<file path="config.mk">
export PLATFORM = sky130hd
export DESIGN_NAME = spi_pot_decoder
export DESIGN_NICKNAME = d
export VERILOG_FILES = /design/src/rtl/spi_pot_pkg.sv /design/src/rtl/spi_pot_sync.sv /design/src/rtl/spi_pot_ctrl.sv /design/src/rtl/spi_pot_out.sv /design/src/rtl/spi_pot_decoder.sv
export SDC_FILE = /design/constraint.sdc
export NUM_CORES = 1
export LEC_CHECK = 0
export ABC_AREA = 1
export BUFFER_PORTS_ARGS = -buffer_cell sky130_fd_sc_hd__buf_2
export CORE_MARGIN = 1.5
export CORE_UTILIZATION = 50
export CTS_CLUSTER_DIAMETER = 150
export DETAILED_ROUTE_END_ITERATION = 8
export PLACE_DENSITY = 0.77
export SLEW_MARGIN = 5
export SYNTH_ARGS = -nofsm -noshare
export SYNTH_HDL_FRONTEND = slang
export SYNTH_SLANG_ARGS = --single-unit
export TNS_END_PERCENT = 10
</file>
<file path="constraint.sdc">
create_clock -name clk -period 1.97 [get_ports clk]
set_input_delay 0.2955 -clock clk [delete_from_list [all_inputs] [get_ports clk]]
set_output_delay 0.2955 -clock clk [all_outputs]
set_load 0.01 [all_outputs]
</file>
<file path="src/rtl/spi_pot_pkg.sv">
package spi_pot_pkg;
    localparam int BYTE_W = 8;
    localparam int PTR_W  = 2;
    localparam int OP_W   = 4;
    localparam int KIND_W = 3;
    localparam int CNT_W  = $clog2(BYTE_W);

    localparam logic [OP_W-1:0] DEV_TYPE    = 4'b0101;
    localparam logic [OP_W-1:0] OP_RD_WIPER = 4'b1001;
    localparam logic [OP_W-1:0] OP_WR_WIPER = 4'b1010;
    localparam logic [OP_W-1:0] OP_RD_DATA  = 4'b1011;
    localparam logic [OP_W-1:0] OP_WR_DATA  = 4'b1100;
    localparam logic [OP_W-1:0] OP_D2W      = 4'b1101;
    localparam logic [OP_W-1:0] OP_W2D      = 4'b1110;
    localparam logic [OP_W-1:0] OP_GLB_D2W  = 4'b0001;
    localparam logic [OP_W-1:0] OP_GLB_W2D  = 4'b1000;
    localparam logic [OP_W-1:0] OP_STEP     = 4'b0010;
    localparam logic [OP_W-1:0] OP_STATUS   = 4'b0101;

    typedef enum logic [KIND_W-1:0] {
        K_WR_WIPER = 3'd0,
        K_WR_DATA  = 3'd1,
        K_D2W      = 3'd2,
        K_W2D      = 3'd3,
        K_GLB_D2W  = 3'd4,
        K_GLB_W2D  = 3'd5,
        K_INC      = 3'd6,
        K_DEC      = 3'd7
    } cmd_kind_e;

    typedef enum logic [2:0] {
        PH_IDLE,
        PH_ADDR,
        PH_INSTR,
        PH_RDATA,
        PH_WDATA,
        PH_STEP,
        PH_DONE,
        PH_REJECT
    } phase_e;

    typedef enum logic [1:0] {
        SRC_WIPER  = 2'd0,
        SRC_DATA   = 2'd1,
        SRC_STATUS = 2'd2
    } rd_src_e;
endpackage

</file>
<file path="src/rtl/spi_pot_sync.sv">
module spi_pot_sync #(
    parameter int          N       = 4,
    parameter int          STAGES  = 2,
    parameter logic [N-1:0] RST_VAL = '0
) (
    input  logic         clk,
    input  logic         rst_n,
    input  logic [N-1:0] async_in,
    output logic [N-1:0] level
);
    logic [N-1:0] stage_q [STAGES];

    generate
        for (genvar s = 0; s < STAGES; s++) begin : g_stage
            if (s == 0) begin : g_first
                always_ff @(posedge clk or negedge rst_n) begin
                    if (!rst_n) stage_q[0] <= RST_VAL;
                    else        stage_q[0] <= async_in;
                end
            end else begin : g_next
                always_ff @(posedge clk or negedge rst_n) begin
                    if (!rst_n) stage_q[s] <= RST_VAL;
                    else        stage_q[s] <= stage_q[s-1];
                end
            end
        end
    endgenerate

    assign level = stage_q[STAGES-1];
endmodule

</file>
<file path="src/rtl/spi_pot_ctrl.sv">
module spi_pot_ctrl
    import spi_pot_pkg::*;
(
    input  logic              clk,
    input  logic              rst_n,
    input  logic              sck_rise,
    input  logic              si_s,
    input  logic              cs_low,
    input  logic              cs_fall,
    input  logic              cs_rise,
    input  logic              hold_ok,
    input  logic [PTR_W-1:0]  addr_pins,
    output logic              cmd_valid,
    output logic [KIND_W-1:0] cmd_kind,
    output logic [PTR_W-1:0]  cmd_reg,
    output logic [PTR_W-1:0]  cmd_pot,
    output logic [BYTE_W-1:0] cmd_wdata,
    output rd_src_e           rd_src,
    output logic              reading
);
    typedef struct packed {
        phase_e              phase;
        logic [CNT_W-1:0]    bitcnt;
        logic [BYTE_W-1:0]   shreg;
        logic [PTR_W-1:0]    reg_ptr;
        logic [PTR_W-1:0]    pot_ptr;
        logic [BYTE_W-1:0]   wdata;
        logic                pending;
        cmd_kind_e           pend_kind;
        rd_src_e             src;
        logic                strobe;
        cmd_kind_e           strobe_kind;
    } ctrl_t;

    localparam logic [CNT_W-1:0] LAST_BIT = CNT_W'(BYTE_W - 1);

    ctrl_t st_d, st_q;
    logic [BYTE_W-1:0] byte_now;
    logic              take_bit;

    assign byte_now = {st_q.shreg[BYTE_W-2:0], si_s};
    assign take_bit = sck_rise && hold_ok && cs_low;

    always_comb begin
        st_d        = st_q;
        st_d.strobe = 1'b0;
        if (cs_fall) begin
            st_d.phase   = PH_ADDR;
            st_d.bitcnt  = '0;
            st_d.pending = 1'b0;
        end else if (cs_rise) begin
            if (st_q.pending && st_q.bitcnt == '0) begin
                st_d.strobe      = 1'b1;
                st_d.strobe_kind = st_q.pend_kind;
            end
            st_d.pending = 1'b0;
            st_d.phase   = PH_IDLE;
            st_d.bitcnt  = '0;
        end else if (take_bit) begin
            case (st_q.phase)
                PH_IDLE, PH_REJECT: begin
                end
                PH_STEP: begin
                    st_d.strobe      = 1'b1;
                    st_d.strobe_kind = si_s ? K_INC : K_DEC;
                end
                default: begin
                    st_d.shreg  = byte_now;
                    st_d.bitcnt = st_q.bitcnt + 1'b1;
                    if (st_q.bitcnt == LAST_BIT) begin
                        case (st_q.phase)
                            PH_ADDR: begin
                                if (byte_now[7:4] == DEV_TYPE &&
                                    byte_now[3:2] == 2'b00 &&
                                    byte_now[1:0] == addr_pins)
                                    st_d.phase = PH_INSTR;
                                else
                                    st_d.phase = PH_REJECT;
                            end
                            PH_INSTR: begin
                                st_d.reg_ptr = byte_now[3:2];
                                st_d.pot_ptr = byte_now[1:0];
                                st_d.phase   = PH_DONE;
                                case (byte_now[7:4])
                                    OP_RD_WIPER: begin
                                        st_d.src   = SRC_WIPER;
                                        st_d.phase = PH_RDATA;
                                    end
                                    OP_RD_DATA: begin
                                        st_d.src   = SRC_DATA;
                                        st_d.phase = PH_RDATA;
                                    end
                                    OP_STATUS: begin
                                        st_d.src   = SRC_STATUS;
                                        st_d.phase = PH_RDATA;
                                    end
                                    OP_WR_WIPER: begin
                                        st_d.pend_kind = K_WR_WIPER;
                                        st_d.phase     = PH_WDATA;
                                    end
                                    OP_WR_DATA: begin
                                        st_d.pend_kind = K_WR_DATA;
                                        st_d.phase     = PH_WDATA;
                                    end
                                    OP_D2W: begin
                                        st_d.pend_kind = K_D2W;
                                        st_d.pending   = 1'b1;
                                    end
                                    OP_W2D: begin
                                        st_d.pend_kind = K_W2D;
                                        st_d.pending   = 1'b1;
                                    end
                                    OP_GLB_D2W: begin
                                        st_d.pend_kind = K_GLB_D2W;
                                        st_d.pending   = 1'b1;
                                    end
                                    OP_GLB_W2D: begin
                                        st_d.pend_kind = K_GLB_W2D;
                                        st_d.pending   = 1'b1;
                                    end
                                    OP_STEP: st_d.phase = PH_STEP;
                                    default: st_d.phase = PH_REJECT;
                                endcase
                            end
                            PH_WDATA: begin
                                st_d.wdata   = byte_now;
                                st_d.pending = 1'b1;
                                st_d.phase   = PH_DONE;
                            end
                            PH_RDATA: st_d.phase = PH_DONE;
                            default: begin
                            end
                        endcase
                    end
                end
            endcase
        end
    end

    always_ff @(posedge clk or negedge rst_n) begin
        if (!rst_n) begin
            st_q <= '{phase: PH_IDLE, bitcnt: '0, shreg: '0, reg_ptr: '0,
                      pot_ptr: '0, wdata: '0, pending: 1'b0,
                      pend_kind: K_WR_WIPER, src: SRC_WIPER, strobe: 1'b0,
                      strobe_kind: K_WR_WIPER};
        end else begin
            st_q <= st_d;
        end
    end

    assign cmd_valid = st_q.strobe;
    assign cmd_kind  = st_q.strobe_kind;
    assign cmd_reg   = st_q.reg_ptr;
    assign cmd_pot   = st_q.pot_ptr;
    assign cmd_wdata = st_q.wdata;
    assign rd_src    = st_q.src;
    assign reading   = (st_q.phase == PH_RDATA);

    // a paused bus does not advance the frame
    p_hold_freezes_r11: assert property (@(posedge clk) disable iff (!rst_n)
        (!hold_ok && !cs_fall && !cs_rise) |=>
            ($stable(st_q.bitcnt) && $stable(st_q.phase)));

    // a rejected frame never strobes
    p_reject_quiet_r2: assert property (@(posedge clk) disable iff (!rst_n)
        (st_q.phase == PH_REJECT && !cs_fall) |=> !st_q.strobe);

    // strobes only follow a chip-select rise or an SCK rise
    p_strobe_cause_r9: assert property (@(posedge clk) disable iff (!rst_n)
        st_q.strobe |-> $past(cs_rise || sck_rise));
endmodule

</file>
<file path="src/rtl/spi_pot_out.sv">
module spi_pot_out
    import spi_pot_pkg::*;
(
    input  logic              clk,
    input  logic              rst_n,
    input  logic              sck_fall,
    input  logic              cs_low,
    input  logic              hold_ok,
    input  logic              reading,
    input  rd_src_e           rd_src,
    input  logic [BYTE_W-1:0] rd_data,
    input  logic              wip,
    output logic              so_data,
    output logic              so_oe
);
    typedef struct packed {
        logic [BYTE_W-1:0] shreg;
        logic              loaded;
        logic              bit_out;
        logic              oe;
    } out_t;

    out_t ob_d, ob_q;
    logic [BYTE_W-1:0] load_val;
    logic              do_load;

    assign load_val = (rd_src == SRC_STATUS) ? {{(BYTE_W-1){1'b0}}, wip} : rd_data;
    assign do_load  = reading && sck_fall && cs_low && hold_ok && !ob_q.loaded;

    always_comb begin
        ob_d    = ob_q;
        ob_d.oe = cs_low && hold_ok && reading;
        if (!reading) begin
            ob_d.loaded = 1'b0;
        end else if (sck_fall && cs_low && hold_ok) begin
            if (!ob_q.loaded) begin
                ob_d.bit_out = load_val[BYTE_W-1];
                ob_d.shreg   = load_val << 1;
                ob_d.loaded  = 1'b1;
            end else begin
                ob_d.bit_out = ob_q.shreg[BYTE_W-1];
                ob_d.shreg   = ob_q.shreg << 1;
            end
        end
    end

    always_ff @(posedge clk or negedge rst_n) begin
        if (!rst_n) ob_q <= '0;
        else        ob_q <= ob_d;
    end

    assign so_data = ob_q.bit_out;
    assign so_oe   = ob_q.oe;

    // chip select high turns the output off
    p_oe_off_cs_r10: assert property (@(posedge clk) disable iff (!rst_n)
        !cs_low |=> !so_oe);

    // hold turns the output off
    p_oe_off_hold_r11: assert property (@(posedge clk) disable iff (!rst_n)
        !hold_ok |=> !so_oe);

    // status MSB is zero
    p_status_msb_r5: assert property (@(posedge clk) disable iff (!rst_n)
        (do_load && rd_src == SRC_STATUS) |=> !so_data);
endmodule

</file>
<file path="src/rtl/spi_pot_decoder.sv">
module spi_pot_decoder
    import spi_pot_pkg::*;
#(
    parameter int SYNC_STAGES = 2
) (
    input  logic              clk,
    input  logic              rst_n,
    input  logic              sck,
    input  logic              cs_n,
    input  logic              si,
    input  logic              hold_n,
    input  logic [PTR_W-1:0]  addr_pins,
    input  logic [BYTE_W-1:0] rd_data,
    input  logic              wip,
    output logic              cmd_valid,
    output logic [KIND_W-1:0] cmd_kind,
    output logic [PTR_W-1:0]  cmd_reg,
    output logic [PTR_W-1:0]  cmd_pot,
    output logic [BYTE_W-1:0] cmd_wdata,
    output logic [1:0]        rd_src,
    output logic              so_data,
    output logic              so_oe
);
    localparam int PIN_N = 4;
    localparam logic [PIN_N-1:0] PIN_RST = 4'b1100;

    logic [PIN_N-1:0] pins_s;
    logic sck_s, si_s, cs_n_s, hold_n_s;
    logic sck_prev_q, cs_prev_q;
    logic sck_rise, sck_fall, cs_fall, cs_rise, cs_low;
    logic reading;
    rd_src_e src;

    spi_pot_sync #(.N(PIN_N), .STAGES(SYNC_STAGES), .RST_VAL(PIN_RST)) sync_i (
        .clk      (clk),
        .rst_n    (rst_n),
        .async_in ({hold_n, cs_n, si, sck}),
        .level    (pins_s)
    );

    assign sck_s    = pins_s[0];
    assign si_s     = pins_s[1];
    assign cs_n_s   = pins_s[2];
    assign hold_n_s = pins_s[3];

    always_ff @(posedge clk or negedge rst_n) begin
        if (!rst_n) begin
            sck_prev_q <= 1'b0;
            cs_prev_q  <= 1'b1;
        end else begin
            sck_prev_q <= sck_s;
            cs_prev_q  <= cs_n_s;
        end
    end

    assign sck_rise = sck_s & ~sck_prev_q;
    assign sck_fall = ~sck_s & sck_prev_q;
    assign cs_fall  = ~cs_n_s & cs_prev_q;
    assign cs_rise  = cs_n_s & ~cs_prev_q;
    assign cs_low   = ~cs_n_s;

    spi_pot_ctrl ctrl_i (
        .clk       (clk),
        .rst_n     (rst_n),
        .sck_rise  (sck_rise),
        .si_s      (si_s),
        .cs_low    (cs_low),
        .cs_fall   (cs_fall),
        .cs_rise   (cs_rise),
        .hold_ok   (hold_n_s),
        .addr_pins (addr_pins),
        .cmd_valid (cmd_valid),
        .cmd_kind  (cmd_kind),
        .cmd_reg   (cmd_reg),
        .cmd_pot   (cmd_pot),
        .cmd_wdata (cmd_wdata),
        .rd_src    (src),
        .reading   (reading)
    );

    spi_pot_out out_i (
        .clk      (clk),
        .rst_n    (rst_n),
        .sck_fall (sck_fall),
        .cs_low   (cs_low),
        .hold_ok  (hold_n_s),
        .reading  (reading),
        .rd_src   (src),
        .rd_data  (rd_data),
        .wip      (wip),
        .so_data  (so_data),
        .so_oe    (so_oe)
    );

    assign rd_src = src;
endmodule

</file>
==> results.toml <==
[timing]
setup_viol = 0
tns_ps = 0
fin_crit_sh_pct = 90.4
maxSlewViolCount = 0
rsz0062_at_grt = "no"
finClkSkew_ps = 12.5
slew_headroom_pct = 71.8
worst_pin_slew_ps = 423
period_minus_slack_ps = 1780
fin_ws_ps = 190
max_freq_ghz = 0.562
hold_viol = 0

[final_layout]
drive_gt1_share_pct = 21.2
fillers = 514
regMostFlops = "ctrl_i.st_q"
final_cell_mix = "nand2_1, dfrtp_1, buf_2"
area_growth_pct = 8.62
final_design_area_no_fill_sq_um = 3040
nets = 384
largest_reg_flops = 10
n_antenna_cell = 0
layout_commonest_cell = "nand2_1"

[detailed_routing]
topRoutingLayerUsed = "met4"
drc = 0
totalWireLength_um = 5000
avgViaCountPerCell = 4.92
met3_length_um = 210
drtIter0Drc = 135
ant_nets = 0
wl_met1_um = 2370
num_vias = 2139
dr.pass1.iters = 4
wl_met2_um = 2340
wl_per_cell_um = 11.5

[critical_path]
crit_chain = "inv_1 -> ha_1 -> inv_2 -> o21ai_0 -> nor3_2 -> inv_2 -> nand2_1 -> nand2_1"
setup.worst_path.start = "cs_prev_q"
worstPathRequired_ps = 2180
cp_data_arrival_time_ps = 1990
critPathBufInv = 3
critPathSlowestCell = "dfstp_2"
worstReg2RegStart = "cs_prev_q"
critPathMaxStageDelay_ps = 540
startpoint_type = "register"
critPathMaxFanout = 8
cpLargestDelayFamily = "flip-flops"
crit_type = "reg -> reg"
end_kind = "register"

[outcome]
status = "finished clean"

[power]
p_per_area_nw_per_um2 = 728
swShare_pct = 28.1
leakagePower_nw = 1.58
pwr-share-seq_pct = 56.5
net-switching-power_mw = 0.622
p_int_mw = 1.59
total_power_mw = 2.22
max-vdd-ir-drop_mv = 0.355
pwr-share-comb_pct = 14.3
p_clk_share_pct = 29.2

[global_routing]
grt_pass1_wl_um = 8690
grt_max_degree = 26
first_global_vias = 2019
grt_usage_pct = 18.0
antenna_found_initial = 0
grt-ovfl-total = 0

[cts]
clk_path_buf_depth = 2
tritoncts = "done"
ctsHtreeMaxLevel = 2
cts-root-buf = "clkbuf_8"
clkSinkCount = 55
path_clk_slew_ps = 90
cts_buffers = 5
clk_latency_ps = 310

[floorplanning]
dieHeight_um = 77.9
core-area_sq_um = 5440
die_x_um = 77.9
rows = 27
die-area_sq_um = 6060
initial_utilization_pct = 51.5
ios = 37

[yosys]
syn_area_per_cell_sq_um = 8.34
synth_cells = 336
synth.net_count = 358
seq_area_frac_synth_pct = 49.4
synth_largest_area_cell = "dfrtp_1"
synth.top_cell.area_share_pct = 44.7
synthTopCellsByArea = "dfrtp_1, nand2_1, dfstp_2, nor2_1, buf_4"
ys_seq_elements = 55
syn_area_sq_um = 2800
synth_cell_types = 30
yosys_warnings = 0

[placed_design]
placed_cell_area_sq_um = 2930
globalplace.congestion = 0.883
hpwl_um = 3750
portBuffers = 36
pre_cts_ws_ps = 109

[worst_hold_path]
hold_path.class = "in -> reg"
worstHoldStart = "cs_n"

[run]
maxCapViolCount = 0
-- repair_timing --
action,in CTS,in global routing
gates resized for setup,0,2
hold buffers,1,0
buffers inserted,0,0
endpoints found under the hold margin,15,0
endpoints found under the setup margin,0,7
-- layout make-up --
| class | count | area (sq um) | area share [%] |
|---|---|---|---|
| Clock buffer | 6 | 82.6 | 2.71 |
| Clock inverter | 2 | 16.3 | 0.535 |
| Inverter | 39 | 146 | 4.81 |
| Multi-Input combinational cell | 220 | 1100 | 36.3 |
| Sequential cell | 55 | 1380 | 45.4 |
| Tap cell | 72 | 90.1 | 2.96 |
| Timing Repair Buffer | 41 | 220 | 7.24 |
-- metal layers --
metal / GRT usage (%) / vias up
met3: 3.88 / 9
met2: 28.5 / 42
met1: 23.6 / 977
met4: 7.82 / 0
met5: 0 / -
li1: - / 1111
-- cells in the mapped netlist, drive strengths merged --
cell and count:
buf 21, o31ai 8, nand2 99, dfstp 5, a22o 1, ha 5
a21oi 12, nand3 17, inv 38, o21ai 28, nand4 6, nor3 5
a211oi 1, clkbuf 1, dfrtp 50, clkinv 1, nor2 38
-- logic make-up after synthesis --
family / share of synthesized area (%)
compound gates: 10.0
fa+ha+maj: 2.23
buf+inv: 11.2
flops: 49.4
simple gates: 27.2
-- worst paths after layout --
kind                                       to  slack, ps  cells past startpoint
min                         sync_i.stage_q[6]         80                      1
min reg2reg                   sync_i.level[1]        360                      0
max                        ctrl_i.cmd_kind[1]        190                      8
max reg2reg                ctrl_i.cmd_kind[1]        190                      8
max in group asynchronous     ctrl_i.st_q[31]        870                      3
min in group asynchronous      ctrl_i.st_q[7]        450                      2
-- power groups by stage --
stage / Sequential (mW) / Combinational, mW / Clock (mW)
3_5_place_dp: 1.27 / 0.316 / 0
4_1_cts: 1.25 / 0.320 / 0.672
3_3_place_gp: 1.27 / 0.309 / 0
6_report: 1.25 / 0.317 / 0.647
2_1_floorplan: 1.26 / 0.232 / 0
5_1_grt: 1.26 / 0.364 / 0.709
-- stage by stage --
step / hold WS [ps] / util, % / instances
floorplan: -0.0911 / - / 336
global route: 54.7 / 55.9 / 435
global placement: 266 / 53.9 / 426
detailed placement: 267 / 53.9 / 426
finish: 75.6 / 55.9 / 435
CTS: 65.5 / 55.9 / 435
(Power assumes the default switching activity.)
